==> src/rtl/pcm_seq_pkg.sv <==
package pcm_seq_pkg;
  localparam int PCM_W = 8;

  typedef enum logic [1:0] {
    FMT_PLAIN   = 2'b00,
    FMT_INV_MAG = 2'b01,
    FMT_ALT     = 2'b10,
    FMT_PLAIN_B = 2'b11
  } fmt_e;

  typedef enum logic [1:0] {
    PH_IDLE = 2'b00,
    PH_DEC  = 2'b01,
    PH_SMP  = 2'b10,
    PH_CONV = 2'b11
  } phase_e;
endpackage

==> src/rtl/pcm_code_fmt.sv <==
module pcm_code_fmt
  import pcm_seq_pkg::*;
#(
  parameter int W = PCM_W
) (
  input  logic [W-1:0] din,
  input  logic [1:0]   sel,
  output logic [W-1:0] dout
);
  logic [W-1:0] flip;

  // Conversion is an XOR mask, so the same logic maps both ways.
  for (genvar i = 0; i < W; i++) begin : g_bit
    if (i == W - 1) begin : g_sign
      assign flip[i] = 1'b0;
    end else if ((i % 2) == 0) begin : g_even
      assign flip[i] = (sel == FMT_INV_MAG) || (sel == FMT_ALT);
    end else begin : g_odd
      assign flip[i] = (sel == FMT_INV_MAG);
    end
    assign dout[i] = din[i] ^ flip[i];
  end
endmodule

==> src/rtl/pcm_frame_timer.sv <==
module pcm_frame_timer
  import pcm_seq_pkg::*;
#(
  parameter int FRAME_CYCLES = 256,
  parameter int DEC_CYCLES   = 51,
  parameter int SMP_CYCLES   = 37,
  parameter int BIT_CYCLES   = 21,
  parameter int NBITS        = PCM_W
) (
  input  logic                      clk,
  input  logic                      rst_n,
  input  logic                      frame_start,
  input  logic                      powerdown,
  output phase_e                    phase,
  output logic [$clog2(NBITS)-1:0]  bit_idx,
  output logic                      bit_end,
  output logic                      dec_end,
  output logic                      conv_done
);
  localparam int CNT_W  = $clog2(FRAME_CYCLES);
  localparam int SLOT_W = $clog2(BIT_CYCLES);
  localparam int BIDX_W = $clog2(NBITS);
  localparam logic [CNT_W-1:0]  LAST_C    = CNT_W'(FRAME_CYCLES - 1);
  localparam logic [CNT_W-1:0]  DEC_END_C = CNT_W'(DEC_CYCLES - 1);
  localparam logic [CNT_W-1:0]  SMP_LIM_C = CNT_W'(DEC_CYCLES + SMP_CYCLES);
  localparam logic [SLOT_W-1:0] SLOT_END  = SLOT_W'(BIT_CYCLES - 1);
  localparam logic [BIDX_W-1:0] TOP_BIT   = BIDX_W'(NBITS - 1);

  logic              armed_q, armed_n;
  logic [CNT_W-1:0]  cnt_q, cnt_n;
  logic [SLOT_W-1:0] slot_q, slot_n;
  logic [BIDX_W-1:0] bidx_q, bidx_n;
  logic              in_conv;

  always_comb begin
    if (!armed_q)                     phase = PH_IDLE;
    else if (cnt_q <= DEC_END_C)      phase = PH_DEC;
    else if (cnt_q < SMP_LIM_C)       phase = PH_SMP;
    else                              phase = PH_CONV;
  end

  assign in_conv   = (phase == PH_CONV);
  assign bit_idx   = bidx_q;
  assign bit_end   = in_conv && (slot_q == SLOT_END);
  assign dec_end   = armed_q && (cnt_q == DEC_END_C);
  assign conv_done = bit_end && (bidx_q == '0);

  always_comb begin
    armed_n = armed_q;
    cnt_n   = cnt_q;
    slot_n  = slot_q;
    bidx_n  = bidx_q;
    if (powerdown) begin
      armed_n = 1'b0;
      cnt_n   = '0;
      slot_n  = '0;
      bidx_n  = TOP_BIT;
    end else if (frame_start) begin
      armed_n = 1'b1;
      cnt_n   = '0;
      slot_n  = '0;
      bidx_n  = TOP_BIT;
    end else if (armed_q) begin
      cnt_n = (cnt_q == LAST_C) ? '0 : cnt_q + 1'b1;
      if (in_conv) begin
        if (slot_q == SLOT_END) begin
          slot_n = '0;
          bidx_n = bidx_q - 1'b1;
        end else begin
          slot_n = slot_q + 1'b1;
        end
      end else begin
        slot_n = '0;
        bidx_n = TOP_BIT;
      end
    end
  end

  always_ff @(posedge clk or negedge rst_n) begin
    if (!rst_n) begin
      armed_q <= 1'b0;
      cnt_q   <= '0;
      slot_q  <= '0;
      bidx_q  <= TOP_BIT;
    end else begin
      armed_q <= armed_n;
      cnt_q   <= cnt_n;
      slot_q  <= slot_n;
      bidx_q  <= bidx_n;
    end
  end

  assert_frame_wrap_R2 : assert property (@(posedge clk) disable iff (!rst_n)
    (armed_q && !powerdown && !frame_start && cnt_q == LAST_C) |=> (armed_q && cnt_q == '0));

  assert_bit_order_R4 : assert property (@(posedge clk) disable iff (!rst_n)
    (bit_end && bidx_q != '0 && !powerdown && !frame_start)
      |=> (bidx_q == $past(bidx_q) - 1'b1 && phase == PH_CONV));

  assert_halt_R9 : assert property (@(posedge clk) disable iff (!rst_n)
    powerdown |=> (phase == PH_IDLE));
endmodule

==> src/rtl/pcm_sar_core.sv <==
module pcm_sar_core
  import pcm_seq_pkg::*;
#(
  parameter int NBITS = PCM_W
) (
  input  logic                      clk,
  input  logic                      rst_n,
  input  logic                      clear,
  input  logic                      conv,
  input  logic                      bit_end,
  input  logic [$clog2(NBITS)-1:0]  bit_idx,
  input  logic                      cmp_in,
  output logic [NBITS-1:0]          result,
  output logic [NBITS-1:0]          result_nxt,
  output logic [NBITS-1:0]          trial
);
  logic [NBITS-1:0] res_q;
  logic [NBITS-1:0] probe;

  for (genvar i = 0; i < NBITS; i++) begin : g_probe
    assign probe[i] = conv && (bit_idx == i);
  end

  always_comb begin
    result_nxt = res_q;
    if (clear) begin
      result_nxt = '0;
    end else if (conv && bit_end) begin
      result_nxt[bit_idx] = cmp_in;
    end
  end

  always_ff @(posedge clk or negedge rst_n) begin
    if (!rst_n) res_q <= '0;
    else        res_q <= result_nxt;
  end

  assign result = res_q;
  assign trial  = res_q | probe;

  assert_slot_hold_R4 : assert property (@(posedge clk) disable iff (!rst_n)
    (conv && !bit_end && !clear) |=> (res_q == $past(res_q)));

  assert_decide_R4 : assert property (@(posedge clk) disable iff (!rst_n)
    (conv && bit_end && !clear) |=> (res_q[$past(bit_idx)] == $past(cmp_in)));
endmodule

==> src/rtl/pcm_conv_seq.sv <==
module pcm_conv_seq
  import pcm_seq_pkg::*;
#(
  parameter int FRAME_CYCLES = 256,
  parameter int DEC_CYCLES   = 51,
  parameter int SMP_CYCLES   = 37,
  parameter int BIT_CYCLES   = 21
) (
  input  logic       clk,
  input  logic       rst_n,
  input  logic       frame_start,
  input  logic       powerdown,
  input  logic       dig_loopback,
  input  logic [1:0] fmt_sel,
  input  logic [7:0] rx_word,
  input  logic       cmp_in,
  output logic [7:0] dac_code,
  output logic       dac_load,
  output logic       hold_strobe,
  output logic       smp_en,
  output logic       sar_busy,
  output logic [7:0] tx_word,
  output logic       sign_fb
);
  localparam int W      = PCM_W;
  localparam int BIDX_W = $clog2(W);

  phase_e            phase;
  logic [BIDX_W-1:0] bit_idx;
  logic              bit_end, dec_end, conv_done;
  logic [W-1:0]      rx_q, rx_n, rx_plain;
  logic [W-1:0]      sar_res, sar_res_nxt, sar_trial;
  logic [W-1:0]      res_fmt, zero_fmt;
  logic [W-1:0]      tx_q, tx_n;
  logic              sf_q, sf_n;

  pcm_frame_timer #(
    .FRAME_CYCLES(FRAME_CYCLES),
    .DEC_CYCLES  (DEC_CYCLES),
    .SMP_CYCLES  (SMP_CYCLES),
    .BIT_CYCLES  (BIT_CYCLES),
    .NBITS       (W)
  ) u_timer (
    .clk        (clk),
    .rst_n      (rst_n),
    .frame_start(frame_start),
    .powerdown  (powerdown),
    .phase      (phase),
    .bit_idx    (bit_idx),
    .bit_end    (bit_end),
    .dec_end    (dec_end),
    .conv_done  (conv_done)
  );

  pcm_sar_core #(.NBITS(W)) u_sar (
    .clk       (clk),
    .rst_n     (rst_n),
    .clear     (phase == PH_SMP),
    .conv      (phase == PH_CONV),
    .bit_end   (bit_end),
    .bit_idx   (bit_idx),
    .cmp_in    (cmp_in),
    .result    (sar_res),
    .result_nxt(sar_res_nxt),
    .trial     (sar_trial)
  );

  pcm_code_fmt #(.W(W)) u_rx_fmt   (.din(rx_q),        .sel(fmt_sel), .dout(rx_plain));
  pcm_code_fmt #(.W(W)) u_tx_fmt   (.din(sar_res_nxt), .sel(fmt_sel), .dout(res_fmt));
  pcm_code_fmt #(.W(W)) u_zero_fmt (.din('0),          .sel(fmt_sel), .dout(zero_fmt));

  // Received word capture at the frame strobe.
  always_comb begin
    rx_n = rx_q;
    if (frame_start && !powerdown) rx_n = rx_word;
  end

  // Transmit holding register and sign feedback.
  always_comb begin
    tx_n = tx_q;
    sf_n = sf_q;
    if (powerdown) begin
      tx_n = zero_fmt;
    end else if (conv_done && !dig_loopback) begin
      tx_n = res_fmt;
      sf_n = sar_res_nxt[W-1];
    end
  end

  always_ff @(posedge clk or negedge rst_n) begin
    if (!rst_n) begin
      rx_q <= '0;
      tx_q <= '0;
      sf_q <= 1'b0;
    end else begin
      rx_q <= rx_n;
      tx_q <= tx_n;
      sf_q <= sf_n;
    end
  end

  always_comb begin
    case (phase)
      PH_DEC:  dac_code = dig_loopback ? '0 : rx_plain;
      PH_CONV: dac_code = sar_trial;
      default: dac_code = '0;
    endcase
  end

  assign dac_load    = (phase == PH_DEC);
  assign smp_en      = (phase == PH_SMP);
  assign sar_busy    = (phase == PH_CONV);
  assign hold_strobe = dec_end;
  assign tx_word     = tx_q;
  assign sign_fb     = sf_q;

  assert_pd_quiet_R9 : assert property (@(posedge clk) disable iff (!rst_n)
    powerdown |=> (!dac_load && !smp_en && !sar_busy && !hold_strobe));

  assert_tx_stable_R5 : assert property (@(posedge clk) disable iff (!rst_n)
    (!conv_done && !powerdown) |=> $stable(tx_word));

  assert_lb_keep_R8 : assert property (@(posedge clk) disable iff (!rst_n)
    (dig_loopback && !powerdown) |=> ($stable(tx_word) && $stable(sign_fb)));

  assert_sign_fb_R7 : assert property (@(posedge clk) disable iff (!rst_n)
    (conv_done && !dig_loopback && !powerdown) |=> (sign_fb == $past(sar_res[W-1])));

  assert_phase_onehot_R2 : assert property (@(posedge clk) disable iff (!rst_n)
    $onehot0({dac_load, smp_en, sar_busy}));
endmodule

==> config.mk <==
export PLATFORM = sky130hd
export DESIGN_NAME = pcm_conv_seq
export DESIGN_NICKNAME = d
export VERILOG_FILES = /design/src/rtl/pcm_seq_pkg.sv /design/src/rtl/pcm_code_fmt.sv /design/src/rtl/pcm_frame_timer.sv /design/src/rtl/pcm_sar_core.sv /design/src/rtl/pcm_conv_seq.sv
export SDC_FILE = /design/constraint.sdc
export NUM_CORES = 1
export LEC_CHECK = 0
export BUFFER_PORTS_ARGS = -buffer_cell sky130_fd_sc_hd__buf_2
export CORE_ASPECT_RATIO = 0.5
export CORE_MARGIN = 5
export CORE_UTILIZATION = 52
export CTS_BUF_LIST = sky130_fd_sc_hd__clkbuf_16
export DETAILED_ROUTE_END_ITERATION = 16
export GPL_TIMING_DRIVEN = 0
export PLACE_DENSITY = 0.85
export SYNTH_ARGS = -nofsm -noshare
export SYNTH_HDL_FRONTEND = slang
export SYNTH_SLANG_ARGS = --single-unit
==> constraint.sdc <==
create_clock -name clk -period 2.2 [get_ports clk]
set_clock_uncertainty 0.15 [all_clocks]
set_input_delay 0 -clock clk [delete_from_list [all_inputs] [get_ports clk]]
set_output_delay 0 -clock clk [all_outputs]
set_load 0.005 [all_outputs]
## Word-level counts from Yosys, hierarchy flattened

Index checks and enable logic that the tools add are counted.

| storage, ports and cells | value |
|---|---|
| output and inout port bits | 21 |
| logic and storage cells | 99 |
| register bits after elaboration | 42 |
| input bits | 16 |

| operators by class | value |
|---|---|
| add/subtract/negate cells | 3 |
| bitwise logic cells | 16 |
| reductions and logical operators | 24 |
| mux-type cells | 28 |
| $lt $le $gt $ge | 4 |
| equality and inequality tests | 16 |

Operators with widths:

| operator | count |
|---|---|
| 8-bit two-way mux | 9 |
| 5-bit two-way mux | 5 |
| 8-bit one-hot mux with 2 select lines | 1 |
| 1-bit logical AND | 15 |
| 3-bit two-way mux | 5 |
| 1-bit XOR | 14 |
| 3-bit equality test, second input constant | 4 |
| 8-bit by 1-bit adder with 8-bit output, second input constant | 1 |
| 8-bit bitwise mux | 1 |
| 8-bit by 6-bit equality test with 1-bit output, second input constant | 1 |
| 8-bit equality test, second input constant | 1 |
| 8-bit by 6-bit less-or-equal comparator with 1-bit output, second input constant | 1 |
| 8-bit by 7-bit < comparator with 1-bit output, second input constant | 1 |
| 8-bit bitwise OR | 1 |
| 2-bit equality test, second input constant | 3 |
| 3-bit by 2-bit equality test with 1-bit output, second input constant | 2 |
| 5-bit by 1-bit adder with 5-bit output, second input constant | 1 |
| 5-bit equality test, second input constant | 1 |
| 2-bit by 1-bit equality test with 1-bit output, second input constant | 2 |
| 3-bit by 4-bit < comparator with 1-bit output, second input constant | 1 |
| 1-bit two-way mux | 4 |
| 2-bit two-way mux | 2 |
| 4-bit != test, second input constant | 1 |
| 2-bit AND reduction | 2 |
| other kinds (10) | 12 |

## Longest topological paths before layout

| logic depth | value |
|---|---|
| depth after elaboration | 12 |
| depth in mapped cells | 8 |
| gate-level depth less buffers | 7 |

## Cells and area by module

Synthesis repeated with hierarchy kept, for this count alone.

| second synthesis, totals | value |
|---|---|
| cells, all modules | 297 |
| area, all modules | 2808.9 um2 |

By module, submodules not included:

| module | seq. area each (um2) | area each (um2) | cells each | instances |
|---|---|---|---|---|
| pcm_frame_timer | 429.2 | 1022.2 | 116 | 1 |
| pcm_conv_seq | 425.4 | 985.9 | 95 | 1 |
| pcm_sar_core | 200.2 | 511.7 | 53 | 1 |
| pcm_code_fmt | 0.0 | 96.3 | 11 | 3 |

## Worst setup path before layout

OpenSTA, ideal clock, no wires.

| timing path | value |
|---|---|
| path type | reg2reg |
| from | register u_timer.bidx_q[2], in the netlist u_timer.bit_idx[2] |
| to | register tx_q[5], in the netlist tx_word[5] |
| stages on the path, launching flop included | 7 |
| data arrival time | 1878 ps |
| slack | 41 ps |
| library setup time | 132 ps |
| cells stage by stage | dfstp_2 > clkbuf_1 > o211ai_1 > nor4_1 > mux2_2 > a221oi_1 > o21ai_1 |

| on the way | value |
|---|---|
| word-level cells in the longest chain between the ends | 10 |

RTL lines:

| item | line | text |
|---|---|---|
| start, declared | pcm_frame_timer.sv:32 | `logic [BIDX_W-1:0] bidx_q, bidx_n;` |
| start signal, assigned | pcm_frame_timer.sv:89 | `bidx_q <= bidx_n;` |
| 3-bit by 4-bit < comparator with 1-bit output (not written as such) or 3-bit by 1-bit >= comparator with 1-bit output (tied branches) | pcm_sar_core.sv:29 | `result_nxt[bit_idx] = cmp_in;` |
| 1-bit logical AND (not written as such) | pcm_sar_core.sv:29 |  |
| 1-bit two-way mux (not written as such) | pcm_sar_core.sv:29 |  |
| 1-bit demux with 3-bit select | -- |  |
| 8-bit bitwise mux | pcm_sar_core.sv:29 |  |
| 8-bit two-way mux | pcm_sar_core.sv:28 | `end else if (conv && bit_end) begin` |
| 8-bit two-way mux | pcm_sar_core.sv:26 | `if (clear) begin` |
| 1-bit XOR | pcm_code_fmt.sv:21 | `assign dout[i] = din[i] ^ flip[i];` |
| 8-bit two-way mux | pcm_conv_seq.sv:84 | `end else if (conv_done && !dig_loopback) begin` |
| 8-bit two-way mux | pcm_conv_seq.sv:82 | `if (powerdown) begin` |
| end signal, assigned | pcm_conv_seq.sv:97 | `tx_q <= tx_n;` |
| end, declared | pcm_conv_seq.sv:34 | `logic [W-1:0] tx_q, tx_n;` |

Parallel ways exist; a longest one is shown, timed or not. The select of a mux whose other input is x is not followed.
A chain may end at the register's enable or synchronous reset.

## Final worst setup path

| timing path | value |
|---|---|
| from | register u_timer.slot_q[0] |
| to | register tx_q[6], in the netlist tx_word[6] |

| on the way | value |
|---|---|
| word-level cells in the longest chain between the ends | 8 |

RTL lines:

| item | line | text |
|---|---|---|
| start, declared | pcm_frame_timer.sv:31 | `logic [SLOT_W-1:0] slot_q, slot_n;` |
| start signal, assigned | pcm_frame_timer.sv:88 | `slot_q <= slot_n;` |
| 5-bit equality test (*) | pcm_frame_timer.sv:44 | `assign bit_end = in_conv && (slot_q == SLOT_END);` |
| 1-bit logical AND (*) | pcm_frame_timer.sv:44 |  |
| 1-bit logical AND | pcm_sar_core.sv:28 |  |
| 8-bit two-way mux | pcm_sar_core.sv:28 |  |
| 8-bit two-way mux | pcm_sar_core.sv:26 |  |
| 1-bit XOR | pcm_code_fmt.sv:21 |  |
| 8-bit two-way mux | pcm_conv_seq.sv:84 |  |
| 8-bit two-way mux | pcm_conv_seq.sv:82 |  |

Every way passes the cells marked *; elsewhere a longest branch is shown, timed or not. The select of a mux whose other input is x is not followed.

==> metrics <==
result of the run=complete, but fails checks; violations in the final reports=setup timing; pre-CTS worst setup slack=-0.291 ns; number of violations of the max-capacitance limit=0; maximum number of pins on one net before global-route repair=43; peak supply drop=0.454 mV; maximum number of buffers from clock root to sink=2; Initial DRC Count=253; fraction of layout instances using a drive strength above 1=0.314; final setup violating endpoints=7; Tightest Hold Check Type=input port to flop; Async S/R FF share, synth=1.00; clock-pin slew reported for the worst setup and hold paths after clock tree synthesis=0.06 ns; number of synthesized flops with an enable pin=0; DRC violations left=0; CP Max Fanout=6; arrival time of data at the critical path endpoint=2.33 ns; Vias per Instance=6.24; required time reported for the critical path endpoint=2.22 ns; I/O Pins=37; final period demand of the worst path=2.30 ns; Total Die Area=0.00647 mm²; Seq/Total Area, Yosys=0.415; total number of vias=2,602; Pleak=1.53 nW; Pwr per Cell Area=559 mW/mm²; # H-tree levels=2; unique cell type count in the Yosys netlist=53; number of core rows=18; post-detailed-routing wire length=7890 µm; global-route wire length before repair=12,200 µm; Least-Margin Pin Slew=0.969 ns; maximum cell stage delay along the critical path=0.42 ns; pins over their slew limit=0; top cell family by delay on the critical path=simple AND/OR/NAND/NOR gates; most frequent cell after synthesis=dfrtp_1; synthesized net count=303; worst max-slew margin expressed relative to the limit=0.354; final number of hold-violating endpoints=0; flop and latch count out of synthesis=42; Pre-Repair DR Iteration Count=5; element type at the critical path start=flop; ranking of synthesized cells by area=dfrtp_1, ha_1, nor2_1; area of the core=0.00482 mm²; n_diodes=0; number of clock sinks=42; total power of the final layout=1.90 mW; via count of the first global-routing pass=2,523; aggregate global routing overflow=0; die height=59.4 µm; Ys Warns=0; number of nets with antenna violations after detailed routing=0; setup repair after global routing missed its margin=yes; Initial Util=0.527; final worst setup slack=-0.103 ns; element type at the critical path end=flop; Horiz. Die Dim=109 µm; Final period util=1.05; Synth top cells by count=dfrtp_1, nor2_1, nand2_1, a21oi_1, o21ai_0; post-synthesis average cell area=9.14 µm²; largest area contributor in the netlist=dfrtp_1; total number of nets in the final design=371; cell-by-cell trace of the critical path=inv_1 -> ha_2 -> nand4b_1 -> buf_8 -> nor4_4 -> mux2i_2 -> mux2i_1 -> nor2_1; top flip-flop cell by instance count after synthesis=dfrtp_1; count of port buffers added during placement=36; layout overhead on the synthesized area=33.7%; Detailed Place HPWL=4810 µm; cell with the biggest individual delay on the critical path=dfrtp_1; initial antenna violation count=0; latest clock arrival within the worst-skew pair=0.29 ns; clock tree from TritonCTS=done; aggregate negative setup slack=-0.425 ns; kind of critical path=flop to flop; CP Buf/Inv Count=2; area share of the leading cell type in the synthesized netlist=0.384; TritonCTS Buffers=5; GRT Util Overall=0.244; global placement routability congestion=0.909; clock root buffer master=clkbuf_16; Achievable Freq=434 MHz; Cell Area, Synth=0.00254 mm²; Gate Count Post-Synth=278; Hold Slack=0.223 ns; WL per Instance=18.9 µm
## cell families (layout without fill, tap and decap cells)
family / count (synthesis) / count (layout) / share of synthesized area
adder cells (fa/ha/maj): 9 / 9 / 0.0443
buffers and inverters: 22 / 91 / 0.0335
XOR/XNOR: 8 / 8 / 0.0276
multiplexers: 13 / 13 / 0.0551
AO/OA/AOI/OAI: 73 / 73 / 0.190
flip-flops: 42 / 42 / 0.415
AND/OR/NAND/NOR: 111 / 111 / 0.234
## path summary, 6_finish.rpt
kind                                               start                           end  slack [ns]  depth (start not counted)
setup / recovery           u_timer.slot_q[0]$_DFFE_PN0P_        tx_word[6]$_DFFE_PN0P_       -0.10                          8
hold / removal                              dig_loopback        tx_word[3]$_DFFE_PN0P_        0.22                          6
setup reg to reg           u_timer.slot_q[0]$_DFFE_PN0P_        tx_word[6]$_DFFE_PN0P_       -0.10                          8
hold reg to reg                   tx_word[3]$_DFFE_PN0P_        tx_word[3]$_DFFE_PN0P_        0.37                          2
max in group asynchronous                          rst_n  u_timer.cnt_q[6]$_DFFE_PN0P_        0.96                          2
min in group asynchronous                          rst_n           rx_q[5]$_DFFE_PN0P_        0.27                          2
## through the flow
step | instance area, µm² | util | std cells
5_1_grt | 3400 | 0.705 | 417
3_5_place_dp | 2810 | 0.583 | 384
6_report | 3400 | 0.705 | 417
4_1_cts | 3260 | 0.676 | 411
2_1_floorplan | 2540 | - | 278
3_3_place_gp | 2810 | 0.583 | 384
## sequential cells by signal (all words and copies together), names as in the netlist
signal,flops
u_timer.armed_q,1
tx_word,8
u_timer.bit_idx,3
u_timer.cnt_q,8
u_sar.result,8
rx_q,8
u_timer.slot_q,5
sign_fb,1
## worst min-delay path, delay by kind of cell
family,cells,cell delay [ns]
buf+inv,1,0.11
simple gates,5,0.50
## area by class of cell
class                   count  area (µm²)
fillers                   319        1420
clock inverters             3        40.0
repair buffers             62         405
flip-flops and latches     42        1060
plain buffers              11        72.6
inverters                  10        37.5
multi-input cells         214        1570
clock buffers               5         125
well taps                  70        87.6
## placed cells by master, fill, tap and decap left out, types with 7 or more instances in the layout
| cell | synthesis | final |
|---|---|---|
| buf_2 | 2 | 37 |
| nor2_1 | 27 | 23 |
| o31ai_1 | 8 | 8 |
| dfrtp_1 | 39 | 34 |
| nand3_1 | 9 | 9 |
| dlygate4sd3_1 | 0 | 12 |
| buf_4 | 0 | 15 |
| o21ai_0 | 14 | 14 |
| ha_1 | 9 | 7 |
| o22a_1 | 9 | 9 |
| nand2_1 | 20 | 20 |
| mux2_2 | 8 | 7 |
| inv_1 | 10 | 8 |
| a21oi_1 | 19 | 19 |
## metal layers
layer	vias to the layer above	wire [µm]	track usage
li1	1148	-	-
met1	1225	3130	0.320
met2	184	3720	0.409
met3	45	724	0.0501
met4	0	318	0.0845
met5	-	0	0
## power breakdown
part	leakage [nW]	internal (mW)	total, mW	switching (mW)
Sequential	0.515	0.811	0.838	0.0275
Clock	0.0836	0.531	0.843	0.312
Combinational	0.928	0.103	0.217	0.114
Total	1.53	1.44	1.90	0.454
## timing repair
item / 4_1_cts / 5_1_grt
gates resized for setup: 26 / 26
setup endpoints to repair: 23 / 20
gates cloned: 0 / 0
pin swaps: 5 / 9
hold endpoints to repair: 57 / 0
hold buffers: 12 / 0
buffers inserted: 8 / 8
(Power assumes the default switching activity.)
